File: src/rtl/erase_poll_pkg.sv
package erase_poll_pkg;
  localparam int unsigned STATUS_W   = 8;
  localparam int unsigned BIT_DONE   = 7;
  localparam int unsigned BIT_TOGGLE = 6;
  localparam int unsigned BIT_LIMIT  = 5;
  localparam int unsigned BIT_WINDOW = 3;

  typedef enum logic [2:0] {
    ST_IDLE, ST_READ1, ST_READ2, ST_EVAL, ST_DONE, ST_FAIL
  } poll_state_e;

  typedef enum logic [2:0] {
    VD_NEXT, VD_COMPLETE, VD_FAILED, VD_RECHECK, VD_EXPIRED
  } verdict_e;
endpackage

File: src/rtl/epoll_counter.sv
module epoll_counter #(
  parameter int unsigned MAX_POLLS = 1024
) (
  input  logic clk_i,
  input  logic rst_ni,
  input  logic clr_i,
  input  logic inc_i,
  output logic last_o
);
  localparam int unsigned CW = (MAX_POLLS > 1) ? $clog2(MAX_POLLS) : 1;
  localparam logic [CW-1:0] LAST = CW'(MAX_POLLS - 1);

  logic [CW-1:0] cnt_q;

  always_ff @(posedge clk_i or negedge rst_ni) begin
    if (!rst_ni)    cnt_q <= '0;
    else if (clr_i) cnt_q <= '0;
    else if (inc_i) cnt_q <= cnt_q + 1'b1;
  end

  assign last_o = (cnt_q == LAST);

  assert_cnt_bound_R6: assert property (@(posedge clk_i) disable iff (!rst_ni)
    cnt_q <= LAST);
  assert_no_wrap_R6: assert property (@(posedge clk_i) disable iff (!rst_ni)
    inc_i |-> !last_o);
endmodule

File: src/rtl/epoll_capture.sv
module epoll_capture
  import erase_poll_pkg::*;
(
  input  logic                clk_i,
  input  logic                rst_ni,
  input  logic                clr_i,
  input  logic                ack_first_i,
  input  logic                ack_second_i,
  input  logic [STATUS_W-1:0] data_i,
  output logic [STATUS_W-1:0] first_o,
  output logic [STATUS_W-1:0] second_o,
  output logic                window_o
);
  logic [STATUS_W-1:0] first_q, second_q;
  logic                win_q;

  always_ff @(posedge clk_i or negedge rst_ni) begin
    if (!rst_ni) begin
      first_q  <= '0;
      second_q <= '0;
      win_q    <= 1'b0;
    end else if (clr_i) begin
      first_q  <= '0;
      second_q <= '0;
      win_q    <= 1'b0;
    end else begin
      if (ack_first_i)  first_q  <= data_i;
      if (ack_second_i) second_q <= data_i;
      if (ack_first_i || ack_second_i) win_q <= data_i[BIT_WINDOW];
    end
  end

  assign first_o  = first_q;
  assign second_o = second_q;
  assign window_o = win_q;

  assert_one_slot_R3: assert property (@(posedge clk_i) disable iff (!rst_ni)
    $onehot0({ack_first_i, ack_second_i}));
endmodule

File: src/rtl/epoll_judge.sv
module epoll_judge
  import erase_poll_pkg::*;
(
  input  logic [STATUS_W-1:0] first_i,
  input  logic [STATUS_W-1:0] second_i,
  input  logic                recheck_i,
  input  logic                last_i,
  output verdict_e            verdict_o
);
  logic toggled, complete;
  logic unused_bits;

  assign unused_bits = ^{first_i, second_i};
  assign toggled  = first_i[BIT_TOGGLE] ^ second_i[BIT_TOGGLE];
  assign complete = second_i[BIT_DONE] && !toggled;

  always_comb begin
    if (complete)                verdict_o = VD_COMPLETE;
    else if (recheck_i)          verdict_o = toggled ? VD_FAILED : VD_COMPLETE;
    else if (second_i[BIT_LIMIT]) verdict_o = VD_RECHECK;
    else if (last_i)             verdict_o = VD_EXPIRED;
    else                         verdict_o = VD_NEXT;
  end
endmodule

File: src/rtl/epoll_fsm.sv
module epoll_fsm
  import erase_poll_pkg::*;
#(
  parameter int unsigned AW = 20
) (
  input  logic          clk_i,
  input  logic          rst_ni,
  input  logic          start_i,
  input  logic [AW-1:0] sector_addr_i,
  input  logic          rd_ack_i,
  input  verdict_e      verdict_i,
  output logic          rd_req_o,
  output logic [AW-1:0] rd_addr_o,
  output logic          ack_first_o,
  output logic          ack_second_o,
  output logic          clr_o,
  output logic          inc_o,
  output logic          recheck_o,
  output logic          active_o,
  output logic          done_o,
  output logic          fail_o,
  output logic          timeout_o
);
  poll_state_e   state_q, state_d;
  logic [AW-1:0] addr_q;
  logic          recheck_q, expired_q;
  logic          in_eval;

  assign in_eval = (state_q == ST_EVAL);
  assign clr_o   = (state_q == ST_IDLE) && start_i;
  assign inc_o   = in_eval && (verdict_i == VD_NEXT);

  always_comb begin
    state_d = state_q;
    unique case (state_q)
      ST_IDLE:  if (start_i)  state_d = ST_READ1;
      ST_READ1: if (rd_ack_i) state_d = ST_READ2;
      ST_READ2: if (rd_ack_i) state_d = ST_EVAL;
      ST_EVAL: begin
        unique case (verdict_i)
          VD_COMPLETE:          state_d = ST_DONE;
          VD_FAILED, VD_EXPIRED: state_d = ST_FAIL;
          default:              state_d = ST_READ1;
        endcase
      end
      default:  state_d = ST_IDLE;
    endcase
  end

  always_ff @(posedge clk_i or negedge rst_ni) begin
    if (!rst_ni) begin
      state_q   <= ST_IDLE;
      addr_q    <= '0;
      recheck_q <= 1'b0;
      expired_q <= 1'b0;
    end else begin
      state_q <= state_d;
      if (clr_o) begin
        addr_q    <= sector_addr_i;
        recheck_q <= 1'b0;
        expired_q <= 1'b0;
      end else if (in_eval) begin
        if (verdict_i == VD_RECHECK) recheck_q <= 1'b1;
        if (verdict_i == VD_EXPIRED) expired_q <= 1'b1;
      end
    end
  end

  assign rd_req_o     = (state_q == ST_READ1) || (state_q == ST_READ2);
  assign rd_addr_o    = addr_q;
  assign ack_first_o  = (state_q == ST_READ1) && rd_ack_i;
  assign ack_second_o = (state_q == ST_READ2) && rd_ack_i;
  assign recheck_o    = recheck_q;
  assign active_o     = rd_req_o || in_eval;
  assign done_o       = (state_q == ST_DONE);
  assign fail_o       = (state_q == ST_FAIL) && !expired_q;
  assign timeout_o    = (state_q == ST_FAIL) && expired_q;

  assert_start_req_R1: assert property (@(posedge clk_i) disable iff (!rst_ni)
    (state_q == ST_IDLE && start_i) |=> rd_req_o);
  assert_addr_hold_R2: assert property (@(posedge clk_i) disable iff (!rst_ni)
    (rd_req_o && $past(rd_req_o)) |-> $stable(rd_addr_o));
  assert_req_hold_R3: assert property (@(posedge clk_i) disable iff (!rst_ni)
    (rd_req_o && !rd_ack_i) |=> rd_req_o);
  assert_fail_after_recheck_R5: assert property (@(posedge clk_i) disable iff (!rst_ni)
    fail_o |-> recheck_q);
  assert_pulse_excl_R7: assert property (@(posedge clk_i) disable iff (!rst_ni)
    $onehot0({done_o, fail_o, timeout_o}));
  assert_pulse_end_R7: assert property (@(posedge clk_i) disable iff (!rst_ni)
    (done_o || fail_o || timeout_o) |=> (state_q == ST_IDLE));
endmodule

File: src/rtl/erase_done_poller.sv
module erase_done_poller
  import erase_poll_pkg::*;
#(
  parameter int unsigned AW        = 20,
  parameter int unsigned MAX_POLLS = 1024
) (
  input  logic                clk_i,
  input  logic                rst_ni,
  input  logic                start_i,
  input  logic [AW-1:0]       sector_addr_i,
  output logic                rd_req_o,
  output logic [AW-1:0]       rd_addr_o,
  input  logic                rd_ack_i,
  input  logic [STATUS_W-1:0] rd_data_i,
  output logic                done_o,
  output logic                fail_o,
  output logic                timeout_o,
  output logic                window_open_o
);
  logic ack_first, ack_second, clr, inc, recheck, active, last, win;
  logic [STATUS_W-1:0] first_b, second_b;
  verdict_e verdict;

  epoll_fsm #(.AW(AW)) u_fsm (
    .clk_i, .rst_ni, .start_i, .sector_addr_i, .rd_ack_i,
    .verdict_i    (verdict),
    .rd_req_o, .rd_addr_o,
    .ack_first_o  (ack_first),
    .ack_second_o (ack_second),
    .clr_o        (clr),
    .inc_o        (inc),
    .recheck_o    (recheck),
    .active_o     (active),
    .done_o, .fail_o, .timeout_o
  );

  epoll_capture u_capture (
    .clk_i, .rst_ni,
    .clr_i        (clr),
    .ack_first_i  (ack_first),
    .ack_second_i (ack_second),
    .data_i       (rd_data_i),
    .first_o      (first_b),
    .second_o     (second_b),
    .window_o     (win)
  );

  epoll_judge u_judge (
    .first_i   (first_b),
    .second_i  (second_b),
    .recheck_i (recheck),
    .last_i    (last),
    .verdict_o (verdict)
  );

  epoll_counter #(.MAX_POLLS(MAX_POLLS)) u_counter (
    .clk_i, .rst_ni,
    .clr_i  (clr),
    .inc_i  (inc),
    .last_o (last)
  );

  assign window_open_o = win && active;

  assert_window_idle_R8: assert property (@(posedge clk_i) disable iff (!rst_ni)
    (done_o || fail_o || timeout_o) |-> !window_open_o);
endmodule

File: config.mk
export PLATFORM = sky130hd
export DESIGN_NAME = erase_done_poller
export DESIGN_NICKNAME = d
export VERILOG_FILES = /design/src/rtl/erase_poll_pkg.sv /design/src/rtl/epoll_counter.sv /design/src/rtl/epoll_capture.sv /design/src/rtl/epoll_judge.sv /design/src/rtl/epoll_fsm.sv /design/src/rtl/erase_done_poller.sv
export SDC_FILE = /design/constraint.sdc
export NUM_CORES = 1
export LEC_CHECK = 0
export ABC_CLOCK_PERIOD_IN_PS = 1550
export BUFFER_PORTS_ARGS = -buffer_cell sky130_fd_sc_hd__buf_4
export CORE_MARGIN = 2
export CORE_UTILIZATION = 40
export CTS_BUF_LIST = sky130_fd_sc_hd__clkbuf_2
export DETAILED_ROUTE_END_ITERATION = 6
export GPL_ROUTABILITY_DRIVEN = 0
export PLACE_DENSITY_LB_ADDON = 0.3
export SYNTH_ARGS = -nofsm -noshare
export SYNTH_HDL_FRONTEND = slang
export SYNTH_SLANG_ARGS = --single-unit
File: constraint.sdc
create_clock -name clk_i -period 1.55 [get_ports clk_i]
set_input_delay 0.155 -clock clk_i [delete_from_list [all_inputs] [get_ports clk_i]]
set_output_delay 0.155 -clock clk_i [all_outputs]
set_load 0.02 [all_outputs]
# ---- Yosys cells after proc, flatten, opt, wreduce, memory -nomap -nowiden
# Cells that the tools add are included.
dict set report op_classes {
  add_sub_neg 1
  n_mul 0
  div 0
  order_cmp 0
  n_eq_ne 13
  shifts 0
  muxes 24
  bitwise 1
  n_reduce_logical 26
}
# cell count
set op_table {}
lappend op_table {{3-bit 2-to-1 mux} 7}
lappend op_table {{10-bit 2-to-1 mux} 2}
lappend op_table {{8-bit 2-to-1 mux} 2}
lappend op_table {{7-bit 2-to-1 mux} 2}
lappend op_table {{2-bit nonzero test} 7}
lappend op_table {{3-bit by 2-bit equality test with 1-bit output (second input constant)} 4}
lappend op_table {{3-bit case mux with 4 select lines} 1}
lappend op_table {{10-bit by 1-bit adder with 10-bit output (second input constant)} 1}
lappend op_table {{10-bit equality test (second input constant)} 1}
lappend op_table {{3-bit equality test (second input constant)} 3}
lappend op_table {{1-bit logical AND} 8}
lappend op_table {{1-bit 2-to-1 mux} 8}
lappend op_table {{3-bit by 1-bit equality test with 1-bit output (second input constant)} 2}
lappend op_table {{3-bit logical NOT} 2}
lappend op_table {{2-bit != test (second input constant)} 3}
lappend op_table {{3-bit case mux with 2 select lines} 1}
lappend op_table {{2-bit AND reduction} 2}
lappend op_table {{1-bit logical OR} 3}
lappend op_table {{3-bit AND reduction} 1}
lappend op_table {{1-bit logical NOT} 2}
lappend op_table {{2-bit 2-to-1 mux} 1}
lappend op_table {{2-bit OR reduction} 1}
lappend op_table {{1-bit bitwise XOR} 1}
dict set report word_totals {
  ff_bits 51
  latchBits 0
  ram_bits 0
  romBits 0
  in_bits 32
  out_inout_bits 25
  word_cells 73
  n_memories 0
}

# ---- Longest topological paths before layout
dict set report logic_depth {
  word_depth 9
  depth_mapped 6
}

# ---- By module
# From an unflattened synthesis, not the netlist that was laid out.
dict set report unflattened {
  cells_unflattened 196
  hier_area_um2 2361.0
}
# module n_inst cells_per_inst area_per_inst_um2 seq_area_each_um2
set by_module_without_submodules {}
lappend by_module_without_submodules {epoll_fsm 1 82 1098.6 625.6}
lappend by_module_without_submodules {epoll_capture 1 56 695.7 425.4}
lappend by_module_without_submodules {epoll_counter 1 49 504.2 250.2}
lappend by_module_without_submodules {epoll_judge 1 8 56.3 0.0}
lappend by_module_without_submodules {erase_done_poller 1 1 6.3 0.0}

# ---- Worst setup path after synthesis
# OpenSTA, ideal clock, no wires.
dict set report synth_timing {
  path_kind {reg2reg}
  from {reg u_counter.cnt_q[0]}
  to {reg u_counter.cnt_q[9]}
  setup_ns 0.123
  t_arrival_ns 1.521
  required_time_ns 1.427
  setup_slack_ns -0.094
  stages_incl_launch_ff 6
  n_path_buf 0
  synth_period_minus_slack_ns 1.644
  path_cell_list {dfrtp_1 -> ha_1 -> and3_1 -> nor3b_2 -> or4_1 -> mux2i_1}
}
dict set report synth_via {
  elab_chain_len 8
  word_cells_on_any_way 11
  cone_classes {1 x add/sub; 1 x eq/ne; 6 x mux; 3 x reduce/logical}
}
# element line
set synth_lines {}
lappend synth_lines {{start, declared} epoll_counter.sv:13} ;# logic [CW-1:0] cnt_q;
lappend synth_lines {{start signal, assigned} epoll_counter.sv:18} ;# else if (inc_i) cnt_q <= cnt_q + 1'b1;
lappend synth_lines {{10-bit equality test} epoll_counter.sv:21} ;# assign last_o = (cnt_q == LAST);
lappend synth_lines {{3-bit 2-to-1 mux} epoll_judge.sv:21} ;# else if (last_i) verdict_o = VD_EXPIRED;
lappend synth_lines {{3-bit 2-to-1 mux} epoll_judge.sv:20} ;# else if (second_i[BIT_LIMIT]) verdict_o = VD_RECHECK;
lappend synth_lines {{3-bit 2-to-1 mux} epoll_judge.sv:19} ;# else if (recheck_i) verdict_o = toggled ? VD_FAILED : VD_COMPLETE;
lappend synth_lines {{3-bit 2-to-1 mux} epoll_judge.sv:18} ;# if (complete) verdict_o = VD_COMPLETE;
lappend synth_lines {{3-bit logical NOT} epoll_fsm.sv:31} ;# assign inc_o = in_eval && (verdict_i == VD_NEXT);
lappend synth_lines {{1-bit logical AND} epoll_fsm.sv:31}
lappend synth_lines {{2-bit nonzero test (no line)} -}
# Parallel ways exist; a longest one is shown, timed or not. The select of a mux whose other input is x is not followed.
# A chain may end at the register's enable or synchronous reset.

# ---- Worst setup path in the final report
# Ends and elaborated chain as after synthesis.

==> metrics.md <==
| Metric | Value |
|---|---|
| WL/cell | `14.0 um` |
| Commonest non-fill, non-tap cell in the layout | `buf_4` |
| Final hold vios | `0` |
| WL final | `5.21 mm` |
| CP Capture Type | `flip-flop` |
| Crit path max fanout | `5` |
| Die Wd | `72.3 um` |
| H-tree depth | `2` |
| Num CTS Buffers | `5` |
| Mapped cell area | `0.00187 mm2` |
| Register area share after synthesis | `53.7%` |
| Area leader, netlist | `dfrtp_1` |
| Area delta synth->final | `65.9%` |
| Most frequent cells in the layout | `buf_4 (81), nand2_1 (68), dfrtp_1 (40), dlygate4sd3_1 (26), buf_6 (12)` |
| Post-Syn Instances | `200` |
| Initial antenna violation count | `0` |
| Flop pwr share | `33.7%` |
| Slew HR | `65.3%` |
| Tightest Hold Check Type | `in -> async` |
| Slew Limit Fails | `0` |
| Ys async rst share | `100%` |
| Post-Place Setup Slack | `-0.149 ns` |
| # diodes | `0` |
| CP required | `1.90 ns` |
| Failing checks | `negative setup slack` |
| Post-synth EDFFs | `0` |
| CTS tree | `built` |
| Leak Pwr | `1.56 nW` |
| Gr usage total | `20.8%` |
| Via/cell ratio | `5.02` |
| Worst-Margin Slew | `0.520 ns` |
| Core area | `0.00441 mm2` |
| Drt first pass iters | `4` |
| Insertion delay to the later sink of the worst-skew pair | `0.42 ns` |
| Final HPWL DP | `3.03 mm` |
| Pin count of the biggest net entering global routing | `41` |
| Final instance area | `0.00309 mm2` |
| Total number of vias | `1,866` |
| Switching part of the total | `40.9%` |
| Max IR drop VDD | `1.03 mV` |
| # Max-Cap Violations | `0` |
| Die Footprint | `0.00523 mm2` |
| IO Pins | `57` |
| Fraction of layout cells with a size suffix above 1 | `40.3%` |
| Layout Skew | `0.0115 ns` |
| Yosys cell types | `35` |
| Yosys top cell area share | `53.7%` |
| Routed Antenna Nets | `0` |
| Pwr Density | `1560 mW/mm2` |
| Clock root buffer master | `clkbuf_2` |
| Placed Area | `0.00252 mm2` |
| Clock-pin slew on the worst setup and hold paths | `0.21 ns` |
| Max clock buf depth | `2` |
| Final min period | `1.71 ns` |
| CTS sink cnt | `40` |
| Die Height | `72.3 um` |
| RSZ-0062 raised after global routing | `true` |
| Initial drt markers | `84` |
| DRC | `0` |
| Combinational Power Share | `56.2%` |
| Clock power frac | `10.1%` |
| Final net count | `352` |
| Sw power | `1.97 mW` |
| First-pass GRT wire length | `8.36 mm` |
| FP Rows | `24` |
| I/O Buffers | `52` |
| Main flop type after synthesis | `dfrtp_1` |
| Vias in the first global route | `1,792` |
| Area contributors post-synth | `dfrtp_1 (54%), nand2_1 (14%), a21oi_1 (3.0%), mux2i_1 (2.7%), nor2_1 (2.2%)` |
| CP Class | `reg -> reg` |
| Syn_nets | `233` |
| Arrival time worst endpoint | `2.06 ns` |
| Grt ovf | `0` |
| Synth Area per Inst | `9.33 um2` |
| Pint | `2.86 mW` |
| Final setup margin | `-0.157 ns` |
| Fmax | `586 MHz` |
| Run status | `finished, violations left` |
| Setup crit start kind | `flip-flop` |
| Period utilization | `110%` |
| Ys Warns | `0` |
| Final setup vio count | `10` |
| Initial core utilization | `42.3%` |
| Synthesized flop and latch total | `40` |
-- flip-flops by register name (all words and copies together) (netlist names) --
name / flops
u_capture.first_o: 1
u_capture.second_o: 3
u_counter.cnt_q: 10
u_fsm.expired_q: 1
u_fsm.rd_addr_o: 20
u_capture.window_o: 1
u_fsm.recheck_o: 1
u_fsm.state_q: 3
-- power by group through the flow --
stage	Clock, mW	Combinational (mW)	Sequential [mW]
floorplan	0	0.939	1.93
finish	0.488	2.72	1.63
CTS	0.508	2.57	1.61
global placement	0	2.15	1.63
global route	0.550	2.95	1.67
detailed placement	0	2.20	1.63
-- cells in the mapped netlist (2+ instances only) --
master	number
a211o_1	2
a211oi_1	2
a21oi_1	11
a22o_1	3
and2_1	3
and3_1	2
buf_4	2
clkbuf_1	5
dfrtp_1	40
mux2i_1	5
nand2_1	70
nand2b_1	3
nand3_1	3
nand4_1	4
nor2_1	11
nor3b_1	2
o21ai_0	5
o31ai_1	4
or3_1	2
or4_1	5
xnor2_1	2
-- timing repair --
item                       4_1_cts  5_1_grt
hold buffers                    26        0
hold endpoints to repair        66        0
setup endpoints to repair       13       42
cloned                           1        1
buffers inserted                12        3
pin swaps                       12       14
gates resized for setup         18       19
-- metrics by stage --
stage          power [mW]  cells  setup TNS [ns]  hold WS [ns]  utilization (%)
2_1_floorplan        2.87    200          -0.117        -0.141                -
3_3_place_gp         3.78    322          -0.285         0.172             57.0
3_5_place_dp         3.83    322          -0.534         0.169             57.0
4_1_cts              4.69    369          -0.936         0.178             68.0
5_1_grt              5.17    372           -2.06         0.213             70.1
6_report             4.83    372           -1.03         0.213             70.1
-- metal layers --
layer	track usage [%]	vias to the layer above	share of wire (%)
met5	0	-	0
met4	8.18	0	1.5
met3	5.83	8	5.9
met2	33.5	54	49
met1	26.7	880	44
li1	-	924	-
-- area by class of cell --
| class | instances | area [um2] |
|---|---|---|
| timing repair buffer | 120 | 1020 |
| sequential | 40 | 1000 |
| fill | 325 | 1320 |
| inverter | 1 | 3.75 |
| multi-input combinational | 151 | 955 |
| clock inverter | 2 | 16.3 |
| tap | 52 | 65.1 |
| clock buffer | 6 | 30.0 |
-- path summary, 6_finish.rpt --
check	startpoint	end	slack, ns	depth (start not counted)
max in group asynchronous	rst_ni	u_fsm.rd_addr_o[8]	0.97	2
hold reg to reg	u_fsm.rd_addr_o[19]	u_fsm.rd_addr_o[19]	0.50	2
setup / recovery	u_counter.cnt_q[0]	u_counter.cnt_q[9]	-0.16	5
min in group clk_i	start_i	u_fsm.state_q[0]	0.23	5
hold / removal	rst_ni	u_fsm.expired_q	0.21	2
setup reg to reg	u_counter.cnt_q[0]	u_counter.cnt_q[9]	-0.16	5
-- critical path, stage by stage (launching register included) --
cell and delay, ns:
dfrtp_1 0.44, ha_2 0.18, and3_4 0.17, nor3b_4 0.16
or4_4 0.52, mux2i_1 0.17
-- cell families (layout without fill, tap and decap cells) --
family	after synthesis	count (layout)	synth area share [%]
compound gates	30	30	10.1
buf+inv	10	129	2.88
fa+ha+maj	1	1	0.671
xor+xnor	2	2	0.939
simple gates	112	113	29.1
flops	40	40	53.7
mux	5	5	2.68
(Power assumes the default switching activity.)
